File: src/rtl/wdm_pkg.sv
package wdm_pkg;

    typedef enum logic [1:0] {
        OCC_EMPTY   = 2'd0,
        OCC_COL     = 2'd1,
        OCC_ACT_COL = 2'd2,
        OCC_BAD     = 2'd3
    } occ_e;

    typedef enum logic [1:0] {
        CMD_ACT = 2'd0,
        CMD_PRE = 2'd1,
        CMD_RD  = 2'd2,
        CMD_WR  = 2'd3
    } cmd_e;

    typedef enum logic [1:0] {
        ST_IDLE   = 2'd0,
        ST_SCAN   = 2'd1,
        ST_RETURN = 2'd2
    } sweep_st_e;

endpackage

File: src/rtl/wdm_sweep.sv
module wdm_sweep
    import wdm_pkg::*;
#(
    parameter int NB    = 4,
    parameter int IDX_W = (NB > 1) ? $clog2(NB) : 1
) (
    input  logic              clk,
    input  logic              rst_n,
    input  logic              wmode_i,
    input  logic              bypass_en_i,
    input  logic [2*NB-1:0]   bank_occ_i,
    input  logic [NB-1:0]     bank_col_wr_i,
    input  logic [NB-1:0]     bank_wq_empty_i,
    input  logic              rq_ready_i,
    output logic              mode_o,
    output logic              accept_o,
    output logic              sweep_busy_o,
    output logic [IDX_W-1:0]  bank_o,
    output logic              mark_o,
    output logic              rq_valid_o,
    output logic              err_o
);
    localparam logic [IDX_W-1:0] LAST_IDX = IDX_W'(NB - 1);

    sweep_st_e        state_q, state_d;
    logic [IDX_W-1:0] idx_q, idx_d;
    logic             mode_q, mode_d;

    occ_e occ;
    logic old_match, skip_cancel, cancel;

    // one process for the state register
    always_ff @(posedge clk) begin
        if (!rst_n) begin
            state_q <= ST_IDLE;
            idx_q   <= '0;
            mode_q  <= 1'b0;
        end else begin
            state_q <= state_d;
            idx_q   <= idx_d;
            mode_q  <= mode_d;
        end
    end

    // bank classification; after acceptance mode_q is the new mode,
    // so the retiring column type is WRITE when mode_q is 0
    always_comb begin
        occ         = occ_e'(bank_occ_i[idx_q*2 +: 2]);
        old_match   = (bank_col_wr_i[idx_q] != mode_q);
        skip_cancel = mode_q && bypass_en_i && bank_wq_empty_i[idx_q];
        cancel      = (occ == OCC_ACT_COL) && old_match && !skip_cancel;
    end

    // next state
    always_comb begin
        state_d  = state_q;
        idx_d    = idx_q;
        mode_d   = mode_q;
        accept_o = 1'b0;
        unique case (state_q)
            ST_IDLE: begin
                if (wmode_i != mode_q) begin
                    accept_o = 1'b1;
                    mode_d   = wmode_i;
                    idx_d    = '0;
                    state_d  = ST_SCAN;
                end
            end
            ST_SCAN: begin
                if (cancel) begin
                    state_d = ST_RETURN;
                end else if (idx_q == LAST_IDX) begin
                    state_d = ST_IDLE;
                end else begin
                    idx_d = idx_q + IDX_W'(1);
                end
            end
            ST_RETURN: begin
                if (rq_ready_i) begin
                    if (idx_q == LAST_IDX) begin
                        state_d = ST_IDLE;
                    end else begin
                        idx_d   = idx_q + IDX_W'(1);
                        state_d = ST_SCAN;
                    end
                end
            end
            default: state_d = ST_IDLE;
        endcase
    end

    // one process for the outputs
    always_comb begin
        mode_o       = mode_q;
        bank_o       = idx_q;
        sweep_busy_o = (state_q != ST_IDLE);
        mark_o       = 1'b0;
        rq_valid_o   = 1'b0;
        err_o        = 1'b0;
        unique case (state_q)
            ST_IDLE:   ;
            ST_SCAN: begin
                mark_o = (occ == OCC_COL) && old_match;
                err_o  = (occ == OCC_BAD);
            end
            ST_RETURN: rq_valid_o = 1'b1;
            default:   ;
        endcase
    end

endmodule

File: src/rtl/wdm_drain_ctr.sv
module wdm_drain_ctr #(
    parameter int W = 3
) (
    input  logic         clk,
    input  logic         rst_n,
    input  logic         clr_i,
    input  logic         inc_i,
    input  logic         dec_i,
    output logic [W-1:0] cnt_o
);
    localparam logic [W-1:0] CNT_MAX = '1;

    logic [W-1:0] cnt_q;

    always_ff @(posedge clk) begin
        if (!rst_n || clr_i) begin
            cnt_q <= '0;
        end else if (inc_i && !dec_i && cnt_q != CNT_MAX) begin
            cnt_q <= cnt_q + W'(1);
        end else if (dec_i && !inc_i && cnt_q != '0) begin
            cnt_q <= cnt_q - W'(1);
        end
    end

    assign cnt_o = cnt_q;

endmodule

File: src/rtl/wdm_stats.sv
module wdm_stats
    import wdm_pkg::*;
#(
    parameter int TS_W  = 16,
    parameter int CNT_W = 8
) (
    input  logic             clk,
    input  logic             rst_n,
    input  logic             accept_i,
    input  logic             new_mode_i,
    input  logic             mode_i,
    input  logic             iss_vld_i,
    input  logic [1:0]       iss_cmd_i,
    output logic             gap_vld_o,
    output logic [TS_W-1:0]  gap_o,
    output logic             len_vld_o,
    output logic [TS_W-1:0]  len_o,
    output logic [CNT_W-1:0] mode_rd_o,
    output logic [CNT_W-1:0] mode_wr_o
);
    localparam logic [CNT_W-1:0] N_MAX = '1;

    logic [TS_W-1:0]  cyc_q, start_q, end_q;
    logic             seen_exit_q;
    logic [CNT_W-1:0] rds_q, wrs_q;
    logic             rd_iss, wr_iss;

    assign rd_iss = iss_vld_i && mode_i && (cmd_e'(iss_cmd_i) == CMD_RD);
    assign wr_iss = iss_vld_i && mode_i && (cmd_e'(iss_cmd_i) == CMD_WR);

    always_ff @(posedge clk) begin
        if (!rst_n) begin
            cyc_q       <= '0;
            start_q     <= '0;
            end_q       <= '0;
            seen_exit_q <= 1'b0;
            rds_q       <= '0;
            wrs_q       <= '0;
            gap_vld_o   <= 1'b0;
            gap_o       <= '0;
            len_vld_o   <= 1'b0;
            len_o       <= '0;
            mode_rd_o   <= '0;
            mode_wr_o   <= '0;
        end else begin
            cyc_q     <= cyc_q + TS_W'(1);
            gap_vld_o <= 1'b0;
            len_vld_o <= 1'b0;
            if (accept_i && new_mode_i) begin
                start_q   <= cyc_q;
                gap_vld_o <= seen_exit_q;
                gap_o     <= cyc_q - end_q;
            end else if (accept_i) begin
                end_q       <= cyc_q;
                seen_exit_q <= 1'b1;
                len_vld_o   <= 1'b1;
                len_o       <= cyc_q - start_q;
                mode_rd_o   <= rds_q;
                mode_wr_o   <= wrs_q;
                rds_q       <= '0;
                wrs_q       <= '0;
            end else begin
                if (rd_iss && rds_q != N_MAX) rds_q <= rds_q + CNT_W'(1);
                if (wr_iss && wrs_q != N_MAX) wrs_q <= wrs_q + CNT_W'(1);
            end
        end
    end

endmodule

File: src/rtl/wdm_xition.sv
module wdm_xition
    import wdm_pkg::*;
#(
    parameter  int NB    = 4,
    parameter  int CNT_W = 3,
    parameter  int TS_W  = 12,
    localparam int IDX_W = (NB > 1) ? $clog2(NB) : 1
) (
    input  logic             clk,
    input  logic             rst_n,
    input  logic             wmode_i,
    input  logic             bypass_en_i,
    input  logic [2*NB-1:0]  bank_occ_i,
    input  logic [NB-1:0]    bank_col_wr_i,
    input  logic [NB-1:0]    bank_wq_empty_i,
    input  logic             iss_vld_i,
    input  logic [1:0]       iss_cmd_i,
    input  logic             iss_drain_i,
    input  logic             rq_ready_i,
    output logic             mode_o,
    output logic             busy_o,
    output logic [IDX_W-1:0] sweep_bank_o,
    output logic             mark_vld_o,
    output logic             rq_valid_o,
    output logic             err_o,
    output logic [CNT_W-1:0] rd_drain_cnt_o,
    output logic [CNT_W-1:0] wr_drain_cnt_o,
    output logic             gap_vld_o,
    output logic [TS_W-1:0]  gap_o,
    output logic             len_vld_o,
    output logic [TS_W-1:0]  len_o,
    output logic [CNT_W-1:0] mode_rd_o,
    output logic [CNT_W-1:0] mode_wr_o
);
    logic accept, sweep_busy;
    logic drain_rd_iss, drain_wr_iss;

    wdm_sweep #(.NB(NB), .IDX_W(IDX_W)) u_sweep (
        .clk             (clk),
        .rst_n           (rst_n),
        .wmode_i         (wmode_i),
        .bypass_en_i     (bypass_en_i),
        .bank_occ_i      (bank_occ_i),
        .bank_col_wr_i   (bank_col_wr_i),
        .bank_wq_empty_i (bank_wq_empty_i),
        .rq_ready_i      (rq_ready_i),
        .mode_o          (mode_o),
        .accept_o        (accept),
        .sweep_busy_o    (sweep_busy),
        .bank_o          (sweep_bank_o),
        .mark_o          (mark_vld_o),
        .rq_valid_o      (rq_valid_o),
        .err_o           (err_o)
    );

    assign busy_o = sweep_busy || (wmode_i != mode_o);

    assign drain_rd_iss = iss_vld_i && iss_drain_i && mode_o
                          && (cmd_e'(iss_cmd_i) == CMD_RD);
    assign drain_wr_iss = iss_vld_i && iss_drain_i && !mode_o
                          && (cmd_e'(iss_cmd_i) == CMD_WR);

    wdm_drain_ctr #(.W(CNT_W)) u_rd_ctr (
        .clk   (clk),
        .rst_n (rst_n),
        .clr_i (accept && wmode_i),
        .inc_i (mark_vld_o && mode_o),
        .dec_i (drain_rd_iss),
        .cnt_o (rd_drain_cnt_o)
    );

    wdm_drain_ctr #(.W(CNT_W)) u_wr_ctr (
        .clk   (clk),
        .rst_n (rst_n),
        .clr_i (accept && !wmode_i),
        .inc_i (mark_vld_o && !mode_o),
        .dec_i (drain_wr_iss),
        .cnt_o (wr_drain_cnt_o)
    );

    wdm_stats #(.TS_W(TS_W), .CNT_W(CNT_W)) u_stats (
        .clk        (clk),
        .rst_n      (rst_n),
        .accept_i   (accept),
        .new_mode_i (wmode_i),
        .mode_i     (mode_o),
        .iss_vld_i  (iss_vld_i),
        .iss_cmd_i  (iss_cmd_i),
        .gap_vld_o  (gap_vld_o),
        .gap_o      (gap_o),
        .len_vld_o  (len_vld_o),
        .len_o      (len_o),
        .mode_rd_o  (mode_rd_o),
        .mode_wr_o  (mode_wr_o)
    );

endmodule

File: config.mk
export PLATFORM = sky130hd
export DESIGN_NAME = wdm_xition
export DESIGN_NICKNAME = d
export VERILOG_FILES = /design/src/rtl/wdm_pkg.sv /design/src/rtl/wdm_sweep.sv /design/src/rtl/wdm_drain_ctr.sv /design/src/rtl/wdm_stats.sv /design/src/rtl/wdm_xition.sv
export SDC_FILE = /design/constraint.sdc
export NUM_CORES = 1
export LEC_CHECK = 0
export BUFFER_PORTS_ARGS = -buffer_cell sky130_fd_sc_hd__buf_2
export CAP_MARGIN = 20
export CORE_ASPECT_RATIO = 0.9
export CORE_MARGIN = 2
export CORE_UTILIZATION = 49
export CTS_CLUSTER_SIZE = 16
export DETAILED_ROUTE_END_ITERATION = 16
export GPL_ROUTABILITY_DRIVEN = 0
export HOLD_SLACK_MARGIN = 0.03
export PLACE_DENSITY = 0.73
export SLEW_MARGIN = 20
export SYNTH_ARGS = -nofsm -noshare
export SYNTH_HDL_FRONTEND = slang
export SYNTH_HIERARCHICAL = 1
export SYNTH_SLANG_ARGS = --single-unit
File: constraint.sdc
create_clock -name clk -period 3.4 [get_ports clk]
set_input_delay 0.51 -clock clk [delete_from_list [all_inputs] [get_ports clk]]
set_output_delay 0.51 -clock clk [all_outputs]
set_load 0.01 [all_outputs]
# Yosys cells after proc, flatten, opt, wreduce, memory -nomap -nowiden
# Cells that the tools add are included.
# W data, S select, Z words.
dict set report op_classes {
  n_addsub 10
  n_lt_le_gt_ge 1
  n_eq_ne 18
  n_shift 1
  n_mux 29
  bitwise 2
  n_reduce_logical 55
}
# op count
set op_table {}
lappend op_table {{$logic_and A1 B1 Y1} 27}
lappend op_table {{$mux W3} 8}
lappend op_table {{$sub A12 B12 Y12} 2}
lappend op_table {{$mux W2} 8}
lappend op_table {{$add A12 B1 Y12 const B} 1}
lappend op_table {{$add A3 B1 Y3 const B} 4}
lappend op_table {{$eq A2 B2 Y1 const B} 6}
lappend op_table {{$ne A3 B3 Y1 const B} 4}
lappend op_table {{$pmux W2 S3} 2}
lappend op_table {{$reduce_and A2 Y1} 5}
lappend op_table {{$reduce_bool A2 Y1} 5}
lappend op_table {{$mux W1} 9}
lappend op_table {{$reduce_bool A3 Y1} 3}
lappend op_table {{$logic_not A1 Y1} 8}
lappend op_table {{$shiftx A8 B4 Y2} 1}
lappend op_table {{$ne A2 B2 Y1 const B} 3}
lappend op_table {{$sub A3 B1 Y3 const B} 2}
lappend op_table {{$bmux W1 S2} 2}
lappend op_table {{$eq A2 B1 Y1 const B} 2}
lappend op_table {{$reduce_and A4 Y1} 1}
lappend op_table {{$logic_or A1 B1 Y1} 3}
lappend op_table {{$lt A2 B3 Y1 const B} 1}
lappend op_table {{$ne A3 B1 Y1 const B} 1}
lappend op_table {{$reduce_and A3 Y1} 1}
lappend op_table {{5 further kinds} 7}
dict set report word_totals {
  ff_bits 86
  in_bits 25
}

# Longest topological paths before layout
# Gate-level depths: netlist of run 1.
dict set report depth {
  ltp_word 11
  ltp_mapped 13
  mapped_depth_nobuf 11
}

# Hierarchy
# Netlist of run 1, hierarchy kept.
# module instances cells_per_inst area_per_inst_um2
set modules_own_cells {}
lappend modules_own_cells {wdm_stats 1 447 3749.8}
lappend modules_own_cells {wdm_drain_ctr 2 37 312.8}
lappend modules_own_cells {wdm_sweep 1 59 525.5}
lappend modules_own_cells {wdm_xition 1 9 63.8}

# Least setup slack after synthesis of run 1
# Ideal clock, no wire load.
dict set report synth_path {
  path_kind {register to register}
  startpoint {register u_sweep.idx_q[0] (netlist: u_sweep/bank_o[0])}
  endpoint {register u_rd_ctr.cnt_q[1] (netlist: u_rd_ctr/cnt_o[1])}
  setup_ns 0.079
  arrival_ns 3.482
  required_ns 3.321
  path_slack_ns -0.161
  stages_incl_launch_ff 13
  path_buffers 2
  period_less_slack_ns 3.561
  path_cell_list {dfxtp_1 buf_6 mux4_2 xnor2_1 nor4b_1 and2_2 buf_6 nor2b_4 nand2_1 fa_1 o21ai_0 a211o_1 a211oi_2}
}
dict set report synth_between {
  elab_chain_cells 10
}
# item line_no
set synth_rtl {}
lappend synth_rtl {{start: declaration} wdm_sweep.sv:26} ;# logic [IDX_W-1:0] idx_q, idx_d;
lappend synth_rtl {{start signal: assignment} wdm_sweep.sv:40} ;# idx_q <= idx_d;
lappend synth_rtl {{branches (longest 3 deep; another with $shiftx A8 B4 Y2)} --}
lappend synth_rtl {{$logic_and A1 B1 Y1 *} wdm_sweep.sv:103} ;# mark_o = (occ == OCC_COL) && old_match;
lappend synth_rtl {{$mux W1 *} wdm_sweep.sv:100} ;# unique case (state_q)
lappend synth_rtl {{named net mark_vld_o} wdm_xition.sv:23} ;# output logic mark_vld_o,
lappend synth_rtl {{$logic_and A1 B1 Y1 *} wdm_xition.sv:67} ;# .inc_i (mark_vld_o && mode_o),
lappend synth_rtl {{$logic_not A1 Y1} wdm_drain_ctr.sv:20} ;# end else if (dec_i && !inc_i && cnt_q != '0) begin
lappend synth_rtl {{$logic_and A1 B1 Y1 (2 in a row)} wdm_drain_ctr.sv:20}
lappend synth_rtl {{$reduce_bool A2 Y1 (no line)} --}
lappend synth_rtl {{end signal: assignment} wdm_drain_ctr.sv:19} ;# cnt_q <= cnt_q + W'(1);
lappend synth_rtl {{end signal: assignment} wdm_drain_ctr.sv:21} ;# cnt_q <= cnt_q - W'(1);
lappend synth_rtl {{end: declaration} wdm_drain_ctr.sv:13} ;# logic [W-1:0] cnt_q;
# Mark *: on every way through the listed nets, which the timed path passes. The select of a mux whose other input is x is not followed.
# A chain may end at the register's enable or synchronous reset.

# Worst setup path in the final report of run 1
dict set report layout_path {
  startpoint {register u_sweep.idx_q[0] (netlist: u_sweep/bank_o[0])}
  endpoint {register u_rd_ctr.cnt_q[1] (netlist: u_rd_ctr/cnt_o[1])}
}
dict set report layout_between {
  elab_chain_cells 10
}
# item line_no
set layout_rtl {}
lappend layout_rtl {{branches (longest 3 deep; another with $shiftx A8 B4 Y2)} --}
lappend layout_rtl {{$logic_and A1 B1 Y1 *} wdm_sweep.sv:103}
lappend layout_rtl {{$mux W1 *} wdm_sweep.sv:100}
lappend layout_rtl {{$logic_and A1 B1 Y1 *} wdm_xition.sv:67}
lappend layout_rtl {{$logic_not A1 Y1} wdm_drain_ctr.sv:20}
lappend layout_rtl {{$logic_and A1 B1 Y1 (2 in a row)} wdm_drain_ctr.sv:20}
lappend layout_rtl {{$reduce_bool A2 Y1 (no line)} --}
# Mark *: on every way between the ends. The select of a mux whose other input is x is not followed.

==> results.md, run 1 <==
* Status: complete, no violations
* Max-slew violations at 0
* Floorplan core area at around 9800 sq um
* DRT antenna net count at 0
* Min Clock Period, post-route at between 3 and 4 ns
* Layout cells sized above 1 at 18.4%
* CP endpoint kind: flip-flop
* Synth-to-layout area growth at 14.8%
* Actual slew at the worst max-slew pin at between 0.7 and 0.8 ns
* Clock sinks at 86
* Site Rows at 34
* Largest net degree at the start of global routing at 34
* Initial Util at between 50% and 60%
* CTS tree: yes
* Max-cap violations at 0
* Yosys reg bits at 86
* Number of H-tree levels at 3
* FMAX at approximately 320 MHz
* Syn Inst Count at approximately 590
* Final wirelength at approximately 11 mm
* I/O pin count at 70
* Max incr delay on CP at roughly 0.56 ns
* Leakage power at 2.37 nW
* Via/cell ratio at 5.67
* Initial DRC count at ~270
* FF-to-FF End: u_rd_ctr/cnt_o[1]
* WP data required at around 3.7 ns
* Critical Path Fanout Max at 5
* Worst IR Drop VDD at about 310 uV
* Number of flops mapped to enable cells by yosys at 0
* CTS max path bufs at 2
* Slowest cell on crit path: mux4_2
* RSZ-0062 raised after global routing: no
* Post-Route Utilization at between 50 and 60%
* Setup Buffers After CTS at 0
* Top FF cell, synth: dfxtp_1
* Reg2Reg Depth at 10
* Sequential-to-total area share from yosys stat at 34.7%
* Fin. Hold Viols at 0
* Final period utilization at between 90% and 100%
* Critical path launch point type: flip-flop
* First-pass GRT wire length at roughly 19 mm
* Vias in the first global route at 4100
* Fraction of registers with async set or reset after synthesis at 0%
* # DRC at 0
* Initial antenna violation count at 0
* TNS Setup at 0 ns
* Final HPWL DP at approximately 8 mm
* Final setup skew at between 0.007 and 0.008 ns
* Antenna diodes at 0
* Crit Reg-Reg Startpoint: u_sweep/bank_o[0]
* Pre-CTS WS at roughly 0.026 ns
* Gr ovfl total at 0
* Cell Chain, Critical Path: mux4_2 -> xnor2_1 -> nor4b_2 -> and2_2 -> nor2b_4 -> nand2_1 -> fa_1 -> o21ai_0 -> a211o_1 -> a211oi_2
* Syn Nets at 650
* Stages on the worst setup path at 10
* Crit path to: u_rd_ctr/cnt_o[1]
* Reg clk slew, reported paths at around 0.060 ns
* Total number of vias at 4432
* # resized after CTS at 0
* Root buffer cell: clkbuf_16
* Reg2Reg Setup Slack at roughly 0.25 ns
* Worst setup startpoint: u_sweep/bank_o[0]
* Die height at just under 100 um
* Die area at about 11000 sq um
* Chip width at around 110 um
* Wire per inst at ~14 um
* Max-Slew Margin vs Limit at approximately half
* Buffers plus inverters on the worst setup path at 0
* Tot GR Track Use at between 20% and 30%
* IO buf count at 69
* Final WS setup at roughly 0.25 ns
* Cts hold-fix bufs at 0
* First-pass DRT Iterations at 5
* Synth warnings at 6
* Pwr/cell area at 492 nW/um^2
* Final setup vio count at 0
* Final Net Count at 713
* HP Class: reg -> reg
* Post-synthesis area per instance at ~8.4 sq um
* Synthesized area at just under 5000 sq um
* Crit Path Class: reg -> reg
* CP top delay family: simple AND/OR/NAND/NOR gates
* Worst-Skew Late Latency at 0.34 ns
* Yosys cell types at 70
* Arrival time at the worst endpoint at roughly 3.4 ns
* Cts bufs inserted at 9
-- layout by cell type (no fill, tap or decap), drive strengths merged, types with 3 or more instances in the layout --
master and n:
dfxtp 86, nand2 80, buf 80, a21oi 51, inv 36, nor2 33, ha 32, o21ai 32
nand3 31, nor3 13, nor2b 13, xor2 12, a22o 11, nand2b 10, or3 10, clkbuf 10
xnor2 7, and2 7, a21o 6, o21a 6, a211oi 6, o211ai 5, nand4 5, nor3b 5
a211o 5, a32o 4, fa 4, o2111ai 4, mux4 4, nor4 3, and3 3, o2111a 3
mux2i 3, clkinv 3, a31oi 3
-- report_power, final --
group	internal (W)	leakage (nW)	total, W	switching (W)
combinational	0.000293	1.53	0.000709	0.000416
clock	0.000586	0.145	0.000988	0.000402
sequential	0.00107	0.696	0.00111	0.0000425
total	0.00194	2.37	0.00280	0.000860
-- sequential cells by signal, summed over array words and instances (netlist names) --
name and count:
u_sweep/mode_o 1, u_stats/len_vld_o 1, u_stats/mode_wr_o 3, u_stats/start_q 12
u_wr_ctr/cnt_o 3, u_sweep/bank_o 2, u_sweep/state_q 2, u_stats/mode_rd_o 3
u_stats/end_q 12, u_rd_ctr/cnt_o 3, u_stats/gap_vld_o 1, u_stats/len_o 12
u_stats/rds_q 3, u_stats/cyc_q 12, u_stats/seen_exit_q 1, u_stats/gap_o 12
u_stats/wrs_q 3
-- worst register-to-register path: cells and delay by family, from the launching register on --
family | cells | cell delay, ns
mux | 1 | 0.56
flops | 1 | 0.35
xor+xnor | 1 | 0.17
fa+ha+maj | 1 | 0.55
compound gates | 3 | 0.61
simple gates | 4 | 0.83
-- metrics by stage --
step	cell area, sq um	instances	hold WS (ns)	total power (W)
floorplan	4970	589	0.425	0.00164
global placement	5400	767	0.434	0.00181
detailed placement	5400	767	0.438	0.00183
CTS	5700	782	0.453	0.00283
global route	5700	782	0.473	0.00296
finish	5700	782	0.450	0.00280
-- how the worst min path moves through the flow --
stage	start	end	cells past startpoint
4_1_cts	u_stats/mode_rd_o[2]	u_stats/mode_rd_o[2]	2
6_report	u_stats/mode_rd_o[2]	u_stats/mode_rd_o[2]	2
3_3_place_gp	u_stats/gap_o[5]	u_stats/gap_o[5]	2
5_1_grt	u_stats/mode_rd_o[2]	u_stats/mode_rd_o[2]	2
3_5_place_dp	u_stats/gap_o[3]	u_stats/gap_o[3]	2
2_1_floorplan	u_stats/start_q[1]	u_stats/start_q[1]	2
-- cell usage after synthesis (4+ instances only) --
| cell type | n | area (sq um) |
|---|---|---|
| nand4_1 | 5 | 31.3 |
| o21ai_0 | 29 | 145 |
| nand3_1 | 31 | 155 |
| a32o_1 | 4 | 40.0 |
| nor2b_1 | 8 | 50.1 |
| o211ai_1 | 5 | 37.5 |
| or3_1 | 10 | 62.6 |
| o2111ai_1 | 4 | 35.0 |
| nand2_1 | 80 | 300 |
| dfxtp_1 | 86 | 1720 |
| a21o_1 | 6 | 45.0 |
| and2_1 | 5 | 31.3 |
| clkbuf_1 | 15 | 56.3 |
| xor2_1 | 12 | 105 |
| nand2b_1 | 10 | 62.6 |
| a22o_1 | 11 | 96.3 |
| mux4_2 | 4 | 90.1 |
| nor2_1 | 33 | 124 |
| buf_1 | 4 | 15.0 |
| ha_1 | 32 | 400 |
| nor3_1 | 13 | 65.1 |
| o21a_1 | 6 | 45.0 |
| a21oi_1 | 50 | 250 |
| inv_1 | 36 | 135 |
| nor2b_4 | 5 | 68.8 |
| xnor2_1 | 7 | 61.3 |
| a211oi_1 | 4 | 30.0 |
| fa_1 | 4 | 80.1 |
-- layout make-up --
cell class,count,area (sq um)
Sequential cell,86,1720
Clock inverter,5,60.1
Clock buffer,10,239
Timing Repair Buffer,80,428
Inverter,36,135
Tap cell,126,158
Multi-Input combinational cell,439,2960
Fill cell,860,4080
-- metal layers --
| metal | wire length (um) | vias up | share of wire [%] | track usage [%] |
|---|---|---|---|---|
| met1 | 5090 | 2093 | 47 | 27.3 |
| li1 | - | 2224 | - | - |
| met2 | 5150 | 102 | 47 | 34.8 |
| met4 | 151 | 0 | 1.4 | 7.02 |
| met5 | 0 | - | 0 | 0 |
| met3 | 472 | 13 | 4.3 | 4.65 |
-- cell families (layout without fill, tap and decap cells) --
kind of cell,after synthesis,after routing,synth area share (%)
AOI/OAI and AO/OA,156,156,21.4
DFF,86,86,34.7
xor gates and xnor gates,19,19,3.35
buffers and inverters,64,131,5.95
adders and majority gates,36,36,9.68
muxes,7,7,2.42
and+or+nand+nor,221,221,22.5
No activity file was read; power rests on OpenSTA's default activity.
==> run 2, diff against run 1 <==
BUFFER_PORTS_ARGS = -buffer_cell sky130_fd_sc_hd__buf_4   (was -buffer_cell sky130_fd_sc_hd__buf_2)
CORE_UTILIZATION = 40   (was 49)
PLACE_DENSITY = 0.62   (was 0.73)
==> run 2 against run 1 <==
Sequential share of layout area decreased by 1.2 points. Largest cell class unchanged. Non-clock buffer count did not move. Highest routed layer unchanged. Hold slack better by 0.0051 ns. Final cell count is 4.5% higher.
==> results.md, run 2 (synthesis gave the netlist of run 1 again) <==
* Status: complete, no violations
* Final HPWL DP at 8.15 mm (+2.3%)
* DRT antenna net count at 0 (unchanged)
* Root buffer cell: clkbuf_16
* Fill cells at 1203 (+40%)
* Reg clk slew, reported paths at 0.06 ns (about the same)
* Synth-to-layout area growth at 19.5%
* Total power at 0.00289 W (+2.9%)
* Total number of vias at 4376 (-1.3%)
* Initial Util at 41.1% (-9.6 points)
* Metal2 WL at 5.44 mm (+5.6%)
* Vias in the first global route at 4165 (+1.6%)
* CTS tree: yes
* Cells after DPL at 801 (+4.4%)
* Worst-Skew Late Latency at 0.34 ns (about the same)
* Reg2Reg Depth at 10 (unchanged)
* FF-to-FF End: u_rd_ctr/cnt_o[1]
* Final Net Count at 713 (unchanged)
* Wire per inst at 13.8 um (-0.46%)
* Commonest non-fill, non-tap cell in the layout: dfxtp_1
* Arrival time at the worst endpoint at 3.38 ns (-0.02 ns)
* Max-cap violations at 0 (unchanged)
* Leakage power at 2.39 nW (+1.2%)
* First-pass GRT wire length at 19.0 mm (+1.7%)
* Max-slew violations at 0 (unchanged)
* Tot GR Track Use at 17.6% (-3.5 points)
* Worst hold slack at 0.455 ns (+0.00510 ns)
* Crit Reg-Reg Startpoint: u_sweep/bank_o[0]
* Max-Slew Margin vs Limit at 53.2% (+2.0 points)
* Multi-input logic area at 2960 sq um (unchanged)
* Final setup vio count at 0 (unchanged)
* Setup Buffers After CTS at 0 (unchanged)
* DR WL met3 at 386 um (-18%)
* Cts bufs inserted at 9 (unchanged)
* Sequential Area at 1720 sq um (unchanged)
* RSZ-0062 raised after global routing: no
* Final wirelength at 11.3 mm (+4.0%)
* Max Used Layer: met4
* Hold Path Origin: u_stats/end_q[7]
* WP data required at 3.66 ns (about the same)
* Final setup skew at 0.00578 ns (-0.00157 ns)
* M1 WL at 5.35 mm (+5.1%)
* Die height at 110 um (+10%)
* First-pass DRT Iterations at 4 (-1)
* # resized after CTS at 0 (unchanged)
* Hold EP: u_stats/end_q[7]
* FMAX at 321 MHz (+0.92%)
* Most frequent cells in the layout: dfxtp_1 (86), buf_4 (80), nand2_1 (80)
* Layout cells sized above 1 at 18.4% (-0.028 points)
* Actual slew at the worst max-slew pin at 0.702 ns (-0.0265 ns)
* Die area at 13300 sq um (+22%)
* Pwr/cell area at 487 nW/um^2 (-1.1%)
* Crit Path Class: reg -> reg
* # DRC at 0 (unchanged)
* Via/cell ratio at 5.36 (-5.5%)
* Critical path launch point type: flip-flop
* CTS max path bufs at 2 (unchanged)
* Reg2Reg Setup Slack at 0.28 ns (+0.03 ns)
* Initial DRC count at 263 (-3.3%)
* Clock sinks at 86 (unchanged)
* Antenna diodes at 0 (unchanged)
* TNS Setup at 0 ns (unchanged)
* HP Class: reg -> reg
* Initial antenna violation count at 0 (unchanged)
* I/O pin count at 70 (unchanged)
* Worst Hold Depth at 2 (unchanged)
* IO buf count at 69 (unchanged)
* Critical Path Fanout Max at 5 (unchanged)
* Worst IR Drop VDD at 447 uV (+46%)
* Cts hold-fix bufs at 0 (unchanged)
* Chip width at 121 um (+10%)
* Gr ovfl total at 0 (unchanged)
* Non-filler cells, final at 817 (+4.5%)
* Largest net degree at the start of global routing at 48 (+41%)
* CP endpoint kind: flip-flop
* Final period utilization at 91.7% (-0.84 points)
* Floorplan core area at 12100 sq um (+23%)
* Site Rows at 38 (+12%)
* Fin. Hold Viols at 0 (unchanged)
* Min Clock Period, post-route at 3.12 ns (-0.0286 ns)
* Number of H-tree levels at 3 (unchanged)
[run 2: worst max-delay path by stage]
stage	start	endpoint	slack, ns	cells after the start
after global routing	u_sweep/bank_o[0]	u_rd_ctr/cnt_o[1]	0.07	10
final	u_sweep/bank_o[0]	u_rd_ctr/cnt_o[1]	0.28	10
after global placement	bank_col_wr_i[3]	u_rd_ctr/cnt_o[1]	0.13	11
after CTS	u_sweep/bank_o[0]	u_rd_ctr/cnt_o[1]	0.27	10
after floorplan	u_sweep/bank_o[0]	u_rd_ctr/cnt_o[1]	0.05	12
after detailed placement	bank_col_wr_i[3]	u_wr_ctr/cnt_o[1]	0.05	11
[run 2: layout make-up]
class	instances	area share, %
multi-input combinational	439	49.9
sequential	86	29.0
timing repair buffer	80	10.1
clock buffer	10	3.86
tap	160	3.37
inverter	36	2.28
clock inverter	6	1.46
[run 2: power by group]
part	total (W)	switching (W)	internal, W
logic	0.000735	0.000413	0.000322
clock network	0.00104	0.000399	0.000642
registers	0.00111	0.0000452	0.00107
[run 2: metrics by stage]
stage / area (sq um) / setup WS, ns / utilization (%)
floorplan: 4970 / 0.0458 / -
global placement: 5620 / 0.126 / 46.5
detailed placement: 5620 / 0.0478 / 46.5
CTS: 5930 / 0.266 / 49.1
global route: 5930 / 0.0748 / 49.1
finish: 5930 / 0.282 / 49.1
[run 2: critical path: stages, from the launching register on]
cell and delay, ns:
dfxtp_1 0.35, mux4_2 0.55, xnor2_1 0.15, nor4b_2 0.35, and2_2 0.21, nor2b_4 0.18, nand2_1 0.09, fa_1 0.55
o21ai_0 0.10, a211o_1 0.31, a211oi_2 0.19
[run 2: per-layer routing]
metal | up-vias | track usage [%]
li1 | 2217 | -
met1 | 2081 | 21.8
met5 | - | 0
met2 | 65 | 30.4
met4 | 0 | 5.34
met3 | 13 | 4.36
